<file path="config.mk">
export PLATFORM = sky130hd
export DESIGN_NAME = msgobj_irq_tracker
export DESIGN_NICKNAME = d
export VERILOG_FILES = /design/src/rtl/msgobj_irq_pkg.sv /design/src/rtl/msgobj_idx_dec.sv /design/src/rtl/msgobj_cell.sv /design/src/rtl/msgobj_irq_or.sv /design/src/rtl/msgobj_irq_tracker.sv
export SDC_FILE = /design/constraint.sdc
export NUM_CORES = 1
export LEC_CHECK = 0
export BUFFER_PORTS_ARGS = -buffer_cell sky130_fd_sc_hd__buf_2
export CAP_MARGIN = 20
export CORE_MARGIN = 10
export CORE_UTILIZATION = 30
export CTS_CLUSTER_DIAMETER = 200
export DETAILED_ROUTE_END_ITERATION = 10
export PLACE_DENSITY = 0.56
export SETUP_SLACK_MARGIN = 0.1
export SKIP_LAST_GASP = 1
export SYNTH_ARGS = -nofsm -noshare
export SYNTH_HDL_FRONTEND = slang
export SYNTH_HIERARCHICAL = 1
export SYNTH_SLANG_ARGS = --single-unit
</file>
<file path="constraint.sdc">
create_clock -name clk -period 3.4 [get_ports clk]
set_input_delay 0.34 -clock clk [delete_from_list [all_inputs] [get_ports clk]]
set_output_delay 0.34 -clock clk [all_outputs]
set_load 0.02 [all_outputs]
</file>
<file path="src/rtl/msgobj_irq_pkg.sv">
package msgobj_irq_pkg;

   typedef enum logic [1:0] {
      SEM_IDLE = 2'b00,
      SEM_BUSY = 2'b01,
      SEM_DONE = 2'b11
   } sem_e;

   localparam int SEM_W = 2;

endpackage

</file>
<file path="src/rtl/msgobj_idx_dec.sv">
module msgobj_idx_dec #(
   parameter int NUM_OBJ = 64,
   localparam int IDX_W = $clog2(NUM_OBJ)
) (
   input  logic               vld,
   input  logic [IDX_W-1:0]   idx,
   output logic [NUM_OBJ-1:0] hit
);

   generate
      if (NUM_OBJ < 2) begin : g_bad
         $error("msgobj_idx_dec: NUM_OBJ must be at least 2");
      end
   endgenerate

   for (genvar i = 0; i < NUM_OBJ; i++) begin : g_hit
      assign hit[i] = vld && (idx == IDX_W'(i));
   end


   always_comb begin
      hit_onehot_chk : assert ($onehot0(hit));
   end

endmodule

</file>
<file path="src/rtl/msgobj_cell.sv">
module msgobj_cell
   import msgobj_irq_pkg::*;
(
   input  logic             clk,
   input  logic             rst,
   input  logic             first_hit,
   input  logic             last_hit,
   input  logic             clr_hit,
   input  logic             ien_we,
   input  logic             ien_d,
   output logic             ien_q,
   output logic             pend_q,
   output logic             lost_q,
   output logic [SEM_W-1:0] sem_q
);

   logic busy;
   logic clr_ok;
   logic set_ok;

   assign busy   = (sem_q == SEM_BUSY) || first_hit;
   assign clr_ok = clr_hit && !busy;
   assign set_ok = last_hit && ien_q;

   always_ff @(posedge clk) begin
      if (rst) begin
         ien_q <= 1'b0;
      end else if (ien_we) begin
         ien_q <= ien_d;
      end
   end

   always_ff @(posedge clk) begin
      if (rst) begin
         pend_q <= 1'b0;
      end else if (set_ok) begin
         pend_q <= 1'b1;
      end else if (clr_ok) begin
         pend_q <= 1'b0;
      end
   end

   always_ff @(posedge clk) begin
      if (rst) begin
         lost_q <= 1'b0;
      end else if (first_hit) begin
         lost_q <= pend_q;
      end
   end

   always_ff @(posedge clk) begin
      if (rst) begin
         sem_q <= SEM_IDLE;
      end else if (last_hit) begin
         sem_q <= SEM_DONE;
      end else if (first_hit) begin
         sem_q <= SEM_BUSY;
      end else if (clr_ok) begin
         sem_q <= SEM_IDLE;
      end
   end


   pend_set_chk : assert property (@(posedge clk) disable iff (rst)
      (last_hit && ien_q) |=> pend_q);


   pend_gated_chk : assert property (@(posedge clk) disable iff (rst)
      (!ien_q && !pend_q) |=> !pend_q);


   lost_copy_chk : assert property (@(posedge clk) disable iff (rst)
      first_hit |=> (lost_q == $past(pend_q)));


   sem_last_chk : assert property (@(posedge clk) disable iff (rst)
      last_hit |=> (sem_q == SEM_DONE));


   clr_take_chk : assert property (@(posedge clk) disable iff (rst)
      (clr_hit && !first_hit && !last_hit && sem_q != SEM_BUSY)
      |=> (sem_q == SEM_IDLE && !pend_q && $stable(lost_q)));


   clr_block_chk : assert property (@(posedge clk) disable iff (rst)
      (clr_hit && sem_q == SEM_BUSY && !first_hit && !last_hit)
      |=> ($stable(sem_q) && $stable(pend_q)));

endmodule

</file>
<file path="src/rtl/msgobj_irq_or.sv">
module msgobj_irq_or #(
   parameter int NUM_OBJ = 64,
   parameter bit IRQ_REG = 1'b0
) (
   input  logic               clk,
   input  logic               rst,
   input  logic [NUM_OBJ-1:0] pend,
   output logic               irq
);

   logic any_pend;
   assign any_pend = |pend;

   generate
      if (IRQ_REG) begin : g_reg
         logic irq_q;
         always_ff @(posedge clk) begin
            if (rst) irq_q <= 1'b0;
            else     irq_q <= any_pend;
         end
         assign irq = irq_q;
      end else begin : g_comb
         assign irq = any_pend;
      end
   endgenerate

endmodule

</file>
<file path="src/rtl/msgobj_irq_tracker.sv">
module msgobj_irq_tracker
   import msgobj_irq_pkg::*;
#(
   parameter int NUM_OBJ = 64,
   parameter bit IRQ_REG = 1'b0,
   localparam int IDX_W = $clog2(NUM_OBJ)
) (
   input  logic                     clk,
   input  logic                     rst,
   input  logic                     first_vld,
   input  logic [IDX_W-1:0]         first_idx,
   input  logic                     last_vld,
   input  logic [IDX_W-1:0]         last_idx,
   input  logic                     clr_vld,
   input  logic [IDX_W-1:0]         clr_idx,
   input  logic                     ien_we,
   input  logic [NUM_OBJ-1:0]       ien_wdata,
   output logic [NUM_OBJ-1:0]       ien_o,
   output logic [NUM_OBJ-1:0]       pend_o,
   output logic [NUM_OBJ-1:0]       lost_o,
   output logic [SEM_W*NUM_OBJ-1:0] sem_o,
   output logic                     irq_o
);

   generate
      if ((1 << IDX_W) != NUM_OBJ) begin : g_pow2
         $error("msgobj_irq_tracker: NUM_OBJ must be a power of two");
      end
   endgenerate

   logic [NUM_OBJ-1:0] first_hit;
   logic [NUM_OBJ-1:0] last_hit;
   logic [NUM_OBJ-1:0] clr_hit;

   msgobj_idx_dec #(.NUM_OBJ(NUM_OBJ)) u_dec_first (
      .vld(first_vld), .idx(first_idx), .hit(first_hit));
   msgobj_idx_dec #(.NUM_OBJ(NUM_OBJ)) u_dec_last (
      .vld(last_vld), .idx(last_idx), .hit(last_hit));
   msgobj_idx_dec #(.NUM_OBJ(NUM_OBJ)) u_dec_clr (
      .vld(clr_vld), .idx(clr_idx), .hit(clr_hit));

   for (genvar k = 0; k < NUM_OBJ; k++) begin : g_obj
      msgobj_cell u_cell (
         .clk       (clk),
         .rst       (rst),
         .first_hit (first_hit[k]),
         .last_hit  (last_hit[k]),
         .clr_hit   (clr_hit[k]),
         .ien_we    (ien_we),
         .ien_d     (ien_wdata[k]),
         .ien_q     (ien_o[k]),
         .pend_q    (pend_o[k]),
         .lost_q    (lost_o[k]),
         .sem_q     (sem_o[SEM_W*k +: SEM_W]));
   end

   msgobj_irq_or #(.NUM_OBJ(NUM_OBJ), .IRQ_REG(IRQ_REG)) u_or (
      .clk(clk), .rst(rst), .pend(pend_o), .irq(irq_o));


   generate
      if (!IRQ_REG) begin : g_irq_chk
         irq_or_chk : assert property (@(posedge clk) disable iff (rst)
            irq_o == (pend_o != '0));
      end
   endgenerate


   ien_load_chk : assert property (@(posedge clk) disable iff (rst)
      ien_we |=> (ien_o == $past(ien_wdata)));


   reset_clean_chk : assert property (@(posedge clk)
      $past(rst) |-> (pend_o == '0 && lost_o == '0 && sem_o == '0));

endmodule

</file>
==> impl_metrics.py, run 1 <==
metrics = {
    "cells_and_area": {
        "most-common-layout-cells": "nor2_1, buf_2, dfxtp_1",
        "finalInstanceArea_um2": 18100,
        "multiInputGateArea_um2": 7290,
        "syn_to_final_growth_pct": 31.0,
        "regArea_um2": 6410,
        "drive_gt1_share_pct": 27.4,
        "n_fill_cell": 4687,
        "nNetsFinal": 2121,
        "layout_commonest_cell": "nor2_1",
    },
    "worst_setup_path": {
        "startpoint_type": "flip-flop",
        "critical_path.max_fanout": 4,
        "cp_slowest_cell": "or4_1",
        "path_delay_family": "simple AND/OR/NAND/NOR gates",
        "worst_ep_required_time_ns": 3.06,
        "arrival_ns": 2.69,
        "critPathCaptureType": "primary output",
        "worst-path-buf-inv": 1,
        "slowest_delay_ns": 0.65,
        "crit_path_cell_trace": "nor4_2, nand4_1, or4_1, buf_2",
        "worstSetupPathType": "flip-flop to primary output",
    },
    "floorplan": {
        "dieArea_um2": 55000,
        "chipWidth_um": 234,
        "rows": 78,
        "initial_core_util_pct": 30.3,
        "io_pins": 409,
        "die_y_um": 234,
        "core_area_um2": 45500,
    },
    "status": {
        "status": "finished, final reports clean",
    },
    "synthesis": {
        "synthDistinctLibCells": 24,
        "synth_nets": 1668,
        "syn_area_um2": 13800,
        "synth_cells": 1580,
        "synth_area_per_cell_um2": 8.73,
        "ys_ff_latch": 320,
        "seq_area_frac_synth_pct": 46.4,
        "ys_warn_count": 6,
    },
    "timing": {
        "slew_headroom_pct": 45.2,
        "period_needed_ns": 3.03,
        "max_freq_ghz": 0.330,
        "rsz0062_at_grt": "false",
        "tns_ns": 0,
        "finalHoldViolCount": 0,
        "setup_violations": 0,
        "fin_crit_sh_pct": 89.2,
        "tightestPinTransition_ns": 0.820,
        "maxSlewViolCount": 0,
        "clock_skew_ns": 0.00937,
    },
    "detailed_routing": {
        "route.vias.total": 13268,
        "via_per_inst": 4.98,
        "antenna_left": 0,
        "wl_per_cell_um": 22.1,
        "drc_errors": 0,
        "totalWireLength_mm": 58.8,
        "drt-initial-drc-count": 948,
        "first_pass_iters": 5,
    },
    "cts": {
        "cts.sinks": 320,
        "post-cts-setup-buffers": 0,
        "cts_tree": "yes",
        "cts_buffers": 38,
        "clk_latency_ns": 0.56,
        "root_buffer": "clkbuf_16",
        "clk_pin_slew_ns": 0.06,
        "clk_path_buf_depth": 3,
        "htreeDepth": 2,
    },
    "placed_design": {
        "portBuffers": 408,
        "postPlaceCellArea_um2": 16800,
        "dpl.hpwl_mm": 44.3,
        "gp_congestion": 0.822,
    },
    "pwr": {
        "power_density_nw_per_um2": 477,
        "power.leakage_nw": 7.82,
        "peakVddDrop_v": 0.000345,
    },
    "global_routing": {
        "antenna_found_initial": 3,
        "grt_overflow": 0,
        "grt_max_degree": 116,
        "grt_pass1_vias": 12866,
        "grt_pass1_wl_mm": 84.5,
        "grt.total_usage_pct": 20.3,
    },
    "hold_path": {
        "hold_class": "input port to flip-flop",
    },
    "run": {
        "maxCapViolations": 0,
    },
}
worst register-to-register path: cells and delay by family (launching register included):
family | cells | cell delay [ns]
compound gates | 1 | 0.13
flops | 1 | 0.33
simple gates | 2 | 0.38
per-stage QoR:
step	hold WS (ns)	total power, W	utilization (%)	setup WS [ns]	instances
2_1_floorplan	0.412	0.00422	-	1.67	1580
3_3_place_gp	0.471	0.00458	36.8	0.645	2587
3_5_place_dp	0.477	0.00459	36.8	0.679	2587
4_1_cts	0.0000167	0.00873	39.7	0.283	2663
5_1_grt	0.0242	0.00892	39.7	0.336	2664
6_report	0.0216	0.00863	39.7	0.368	2665
cells by family (layout without fill, tap and decap cells):
kind of cell    count (synthesis)  after routing  synth area share [%]
compound gates                191            191                  8.09
buf+inv                        27            510                 0.789
simple gates                  914            914                  35.4
other cells                     0              2                     0
flops                         320            320                  46.4
mux                           128            128                  9.28
sequential cells by signal, indices dropped and copies added, names as in the netlist:
signal               count
g_obj.u_cell/sem_q     128
g_obj.u_cell/pend_q     64
g_obj.u_cell/lost_q     64
g_obj.u_cell/ien_q      64
layout make-up:
cell class,count,share of cell area [%]
sequential,320,35.4
multi-input combinational,1233,40.3
tap,600,4.15
clock inverter,14,0.699
antenna,2,0.0277
timing repair buffer,440,13.1
clock buffer,56,6.21
layer usage:
layer	GRT usage, %	share of wire, %
met5	0	0.046
met3	4.90	7.6
met4	5.53	2.1
met2	34.6	48
met1	25.2	42
synth_stat cells:
| master | instances | area [um^2] |
|---|---|---|
| nand3_1 | 3 | 15.0 |
| nor3b_2 | 64 | 801 |
| or4b_1 | 9 | 90.1 |
| nand4bb_1 | 18 | 203 |
| nor4_1 | 15 | 93.8 |
| nand2_1 | 64 | 240 |
| or4_4 | 3 | 33.8 |
| mux2i_1 | 128 | 1280 |
| nor3b_1 | 1 | 7.51 |
| or4_1 | 1 | 7.51 |
| o22ai_1 | 128 | 801 |
| buf_2 | 6 | 30.0 |
| nor2b_1 | 64 | 400 |
| nand4b_1 | 12 | 105 |
| nor2_1 | 512 | 1920 |
| dfxtp_1 | 320 | 6410 |
| clkbuf_1 | 21 | 78.8 |
| or4b_4 | 3 | 41.3 |
| nor4_2 | 1 | 12.5 |
| nand2b_1 | 128 | 801 |
| nand4_1 | 7 | 43.8 |
| or3b_1 | 3 | 26.3 |
| a21oi_1 | 63 | 315 |
| nand3b_1 | 6 | 45.0 |
worst paths after layout:
check | startpoint | end | slack [ns] | cells after the start
min reg2reg | g_obj[2].u_cell/ien_q$_SDFFE_PP0P_ | g_obj[2].u_cell/pend_q$_SDFFE_PP0P_ | 0.49 | 2
max reg2reg | g_obj[20].u_cell/sem_q[0]$_SDFFE_PP0P_ | g_obj[20].u_cell/pend_q$_SDFFE_PP0P_ | 2.43 | 3
min | ien_wdata[4] | g_obj[4].u_cell/ien_q$_SDFFE_PP0P_ | 0.02 | 3
max | g_obj[16].u_cell/pend_q$_SDFFE_PP0P_ | irq_o | 0.37 | 4
timing repair:
action                                 CTS  global route
endpoints found under the hold margin    6             0
gates resized for setup                  1             0
hold buffers                             6             0
setup endpoints to repair                1             0
power by group:
| part | switching (W) | internal (W) | leakage, nW |
|---|---|---|---|
| Combinational | 0.000412 | 0.000221 | 4.61 |
| Sequential | 0.0000598 | 0.00381 | 2.59 |
| Clock | 0.00168 | 0.00245 | 0.619 |
Note: power is estimated with default switching activity, not from simulation.
==> inputs of run 2 (changes only) <==
ABC_AREA = 1   (was default)
==> impl_metrics.py, run 2 <==
metrics = {
    "status": {
        "status": "finished, final reports clean",
    },
    "timing": {
        "fin_crit_sh_pct": 67.2,
        "tightestPinTransition_ns": 0.821,
        "maxSlewViolCount": 0,
        "max_freq_ghz": 0.438,
        "period_needed_ns": 2.29,
        "setup_violations": 0,
        "finalWorstSetupSlack_ns": 1.11,
        "finalHoldViolCount": 0,
        "slew_headroom_pct": 45.2,
        "rsz0062_at_grt": "false",
        "clock_skew_ns": 0.00736,
        "tns_ns": 0,
    },
    "hold_path": {
        "hold_class": "input port to flip-flop",
    },
    "synthesis": {
        "synth_cells": 1975,
        "synth_nets": 2063,
        "synth_area_leaders": "dfxtp_1, nand2_1, nor2_1",
        "synthFlopType": "dfxtp_1",
        "yosys.area.top_type": "dfxtp_1",
        "syn_area_um2": 13600,
        "synth_area_per_cell_um2": 6.88,
        "ys_warn_count": 6,
        "synth.most_common_cell": "nand2_1",
        "synth_edf_count": 0,
        "seq_area_frac_synth_pct": 47.2,
        "synth_top_area_share_pct": 47.2,
        "ys_ff_latch": 320,
        "synthDistinctLibCells": 9,
        "async_flop_share_pct": 0,
        "synthTopCellsByCount": "nand2_1, nor2_1, dfxtp_1",
    },
    "global_routing": {
        "grt_pass1_wl_mm": 83.1,
        "grt_max_degree": 99,
        "grt_pass1_vias": 13600,
        "grt_overflow": 0,
        "antenna_found_initial": 8,
        "grt.total_usage_pct": 20.1,
    },
    "worst_setup_path": {
        "startpoint_type": "flip-flop",
        "worstSetupPathType": "flip-flop to primary output",
        "worst_ep_required_time_ns": 3.06,
        "arrival_ns": 1.95,
        "critPathCaptureType": "primary output",
        "critical_path.max_fanout": 4,
    },
    "cells_and_area": {
        "syn_to_final_growth_pct": 30.0,
        "top_register": "g_obj.u_cell/sem_q",
        "final_cells": 3050,
        "largest_register_ffs": 128,
        "nNetsFinal": 2514,
        "drive_gt1_share_pct": 19.6,
        "regArea_um2": 6410,
        "most-common-layout-cells": "nand2_1, nor2_1, buf_2",
        "n_fill_cell": 4692,
        "layout_commonest_cell": "nand2_1",
        "multiInputGateArea_um2": 5990,
    },
    "pwr": {
        "combPwrFrac_pct": 6.7,
        "peakVddDrop_v": 0.000316,
        "p_seq_share_pct": 45.2,
        "power.leakage_nw": 7.37,
        "power_density_nw_per_um2": 485,
        "p_int_w": 0.00645,
        "pwr-share-clk_pct": 48.1,
        "swShare_pct": 24.7,
        "p_sw_w": 0.00212,
    },
    "floorplan": {
        "core_area_um2": 44500,
        "die_y_um": 233,
        "io_pins": 409,
        "rows": 77,
        "dieArea_um2": 54200,
        "initial_core_util_pct": 30.5,
        "chipWidth_um": 233,
    },
    "cts": {
        "clk_latency_ns": 0.55,
        "cts.sinks": 320,
        "cts_buffers": 39,
        "cts_tree": "yes",
        "clk_pin_slew_ns": 0.06,
        "clk_path_buf_depth": 3,
        "htreeDepth": 2,
        "root_buffer": "clkbuf_16",
    },
    "detailed_routing": {
        "route.vias.total": 14343,
        "drc_errors": 0,
        "first_pass_iters": 5,
        "wl_per_cell_um": 18.8,
        "antenna_left": 0,
        "via_per_inst": 4.70,
        "totalWireLength_mm": 57.5,
        "drt-initial-drc-count": 1020,
    },
    "placed_design": {
        "dpl.hpwl_mm": 43.3,
        "post-place-ws_ns": 1.33,
        "portBuffers": 408,
        "gp_congestion": 0.853,
        "placed_cells": 2969,
    },
    "run": {
        "maxCapViolations": 0,
    },
}
-- run 2: changes by cell type in the layout (fill, tap and decap cells not counted), sizes merged, moves of 65 or more --
cell    previous run  this run
inv                0       280
nand2             64       523
nor2             512       444
o22ai            128         0
nand3              3        76
nor3b             65         0
nand2b           128         0
a21oi             63       256
-- run 2: cells by family after synthesis --
logic type / after synthesis / share of synthesized area [%]
multiplexers: 64 / 4.72
buffers and inverters: 292 / 8.73
flip-flops: 320 / 47.2
AO/OA/AOI/OAI: 256 / 9.43
AND/OR/NAND/NOR: 1043 / 30.0
-- run 2: worst max-delay path, cell delays in order (launching register included) --
cell,delay (ns)
dfxtp_1,0.33
nor2_1,0.28
nand2_1,0.19
nor2_1,0.15
nand2_1,0.06
nor2_1,0.15
nand2_1,0.06
buf_2,0.17
-- run 2: timing repair --
action	4_1_cts	5_1_grt
resized for setup	0	0
hold buffers	8	0
hold endpoints to repair	8	0
setup buffers	0	0
-- run 2: power groups by stage --
stage	Combinational, W	Sequential [W]	Clock (W)
global placement	0.000563	0.00395	0
finish	0.000574	0.00387	0.00412
global route	0.000624	0.00388	0.00434
detailed placement	0.000571	0.00396	0
floorplan	0.000183	0.00401	0
CTS	0.000580	0.00387	0.00421
-- run 2: routing by layer --
| layer | track usage [%] | vias up | share of wire [%] | routed length (um) |
|---|---|---|---|---|
| met2 | 33.2 | 508 | 46 | 26500 |
| met4 | 7.63 | 10 | 3.2 | 1860 |
| met3 | 5.31 | 111 | 7.9 | 4520 |
| met1 | 24.6 | 6676 | 43 | 24500 |
| met5 | 0 | - | 0.14 | 79 |
| li1 | - | 7038 | - | - |
-- run 2: final cells by class --
class                           count  area share, %
Inverter                          280           5.95
Clock inverter                      7          0.354
Timing Repair Buffer              422           12.6
Clock buffer                       63           6.73
Tap cell                          592           4.19
Sequential cell                   320           36.3
Antenna cell                        3         0.0425
Multi-Input combinational cell   1363           33.9
-- run 2: final timing paths --
check | start | slack, ns | depth (start not counted) | endpoint
max | g_obj[31].u_cell/pend_q$_SDFFE_PP0P_ | 1.11 | 7 | irq_o
max reg2reg | g_obj[35].u_cell/sem_q[1]$_SDFFE_PP0P_ | 2.58 | 5 | g_obj[35].u_cell/sem_q[0]$_SDFFE_PP0P_
min reg2reg | g_obj[14].u_cell/lost_q$_SDFFE_PP0P_ | 0.46 | 2 | g_obj[14].u_cell/lost_q$_SDFFE_PP0P_
min | ien_wdata[25] | 0.03 | 3 | g_obj[25].u_cell/ien_q$_SDFFE_PP0P_
-- run 2: stage by stage --
stage / area, um^2 / utilization (%) / hold WS, ns / total power, W
after floorplan: 13600 / - / 0.409 / 0.00420
after detailed placement: 16300 / 36.7 / 0.448 / 0.00453
final: 17700 / 39.7 / 0.0286 / 0.00856
after CTS: 17700 / 39.7 / 0.000157 / 0.00866
after global placement: 16300 / 36.7 / 0.447 / 0.00452
after global routing: 17700 / 39.7 / 0.0214 / 0.00884
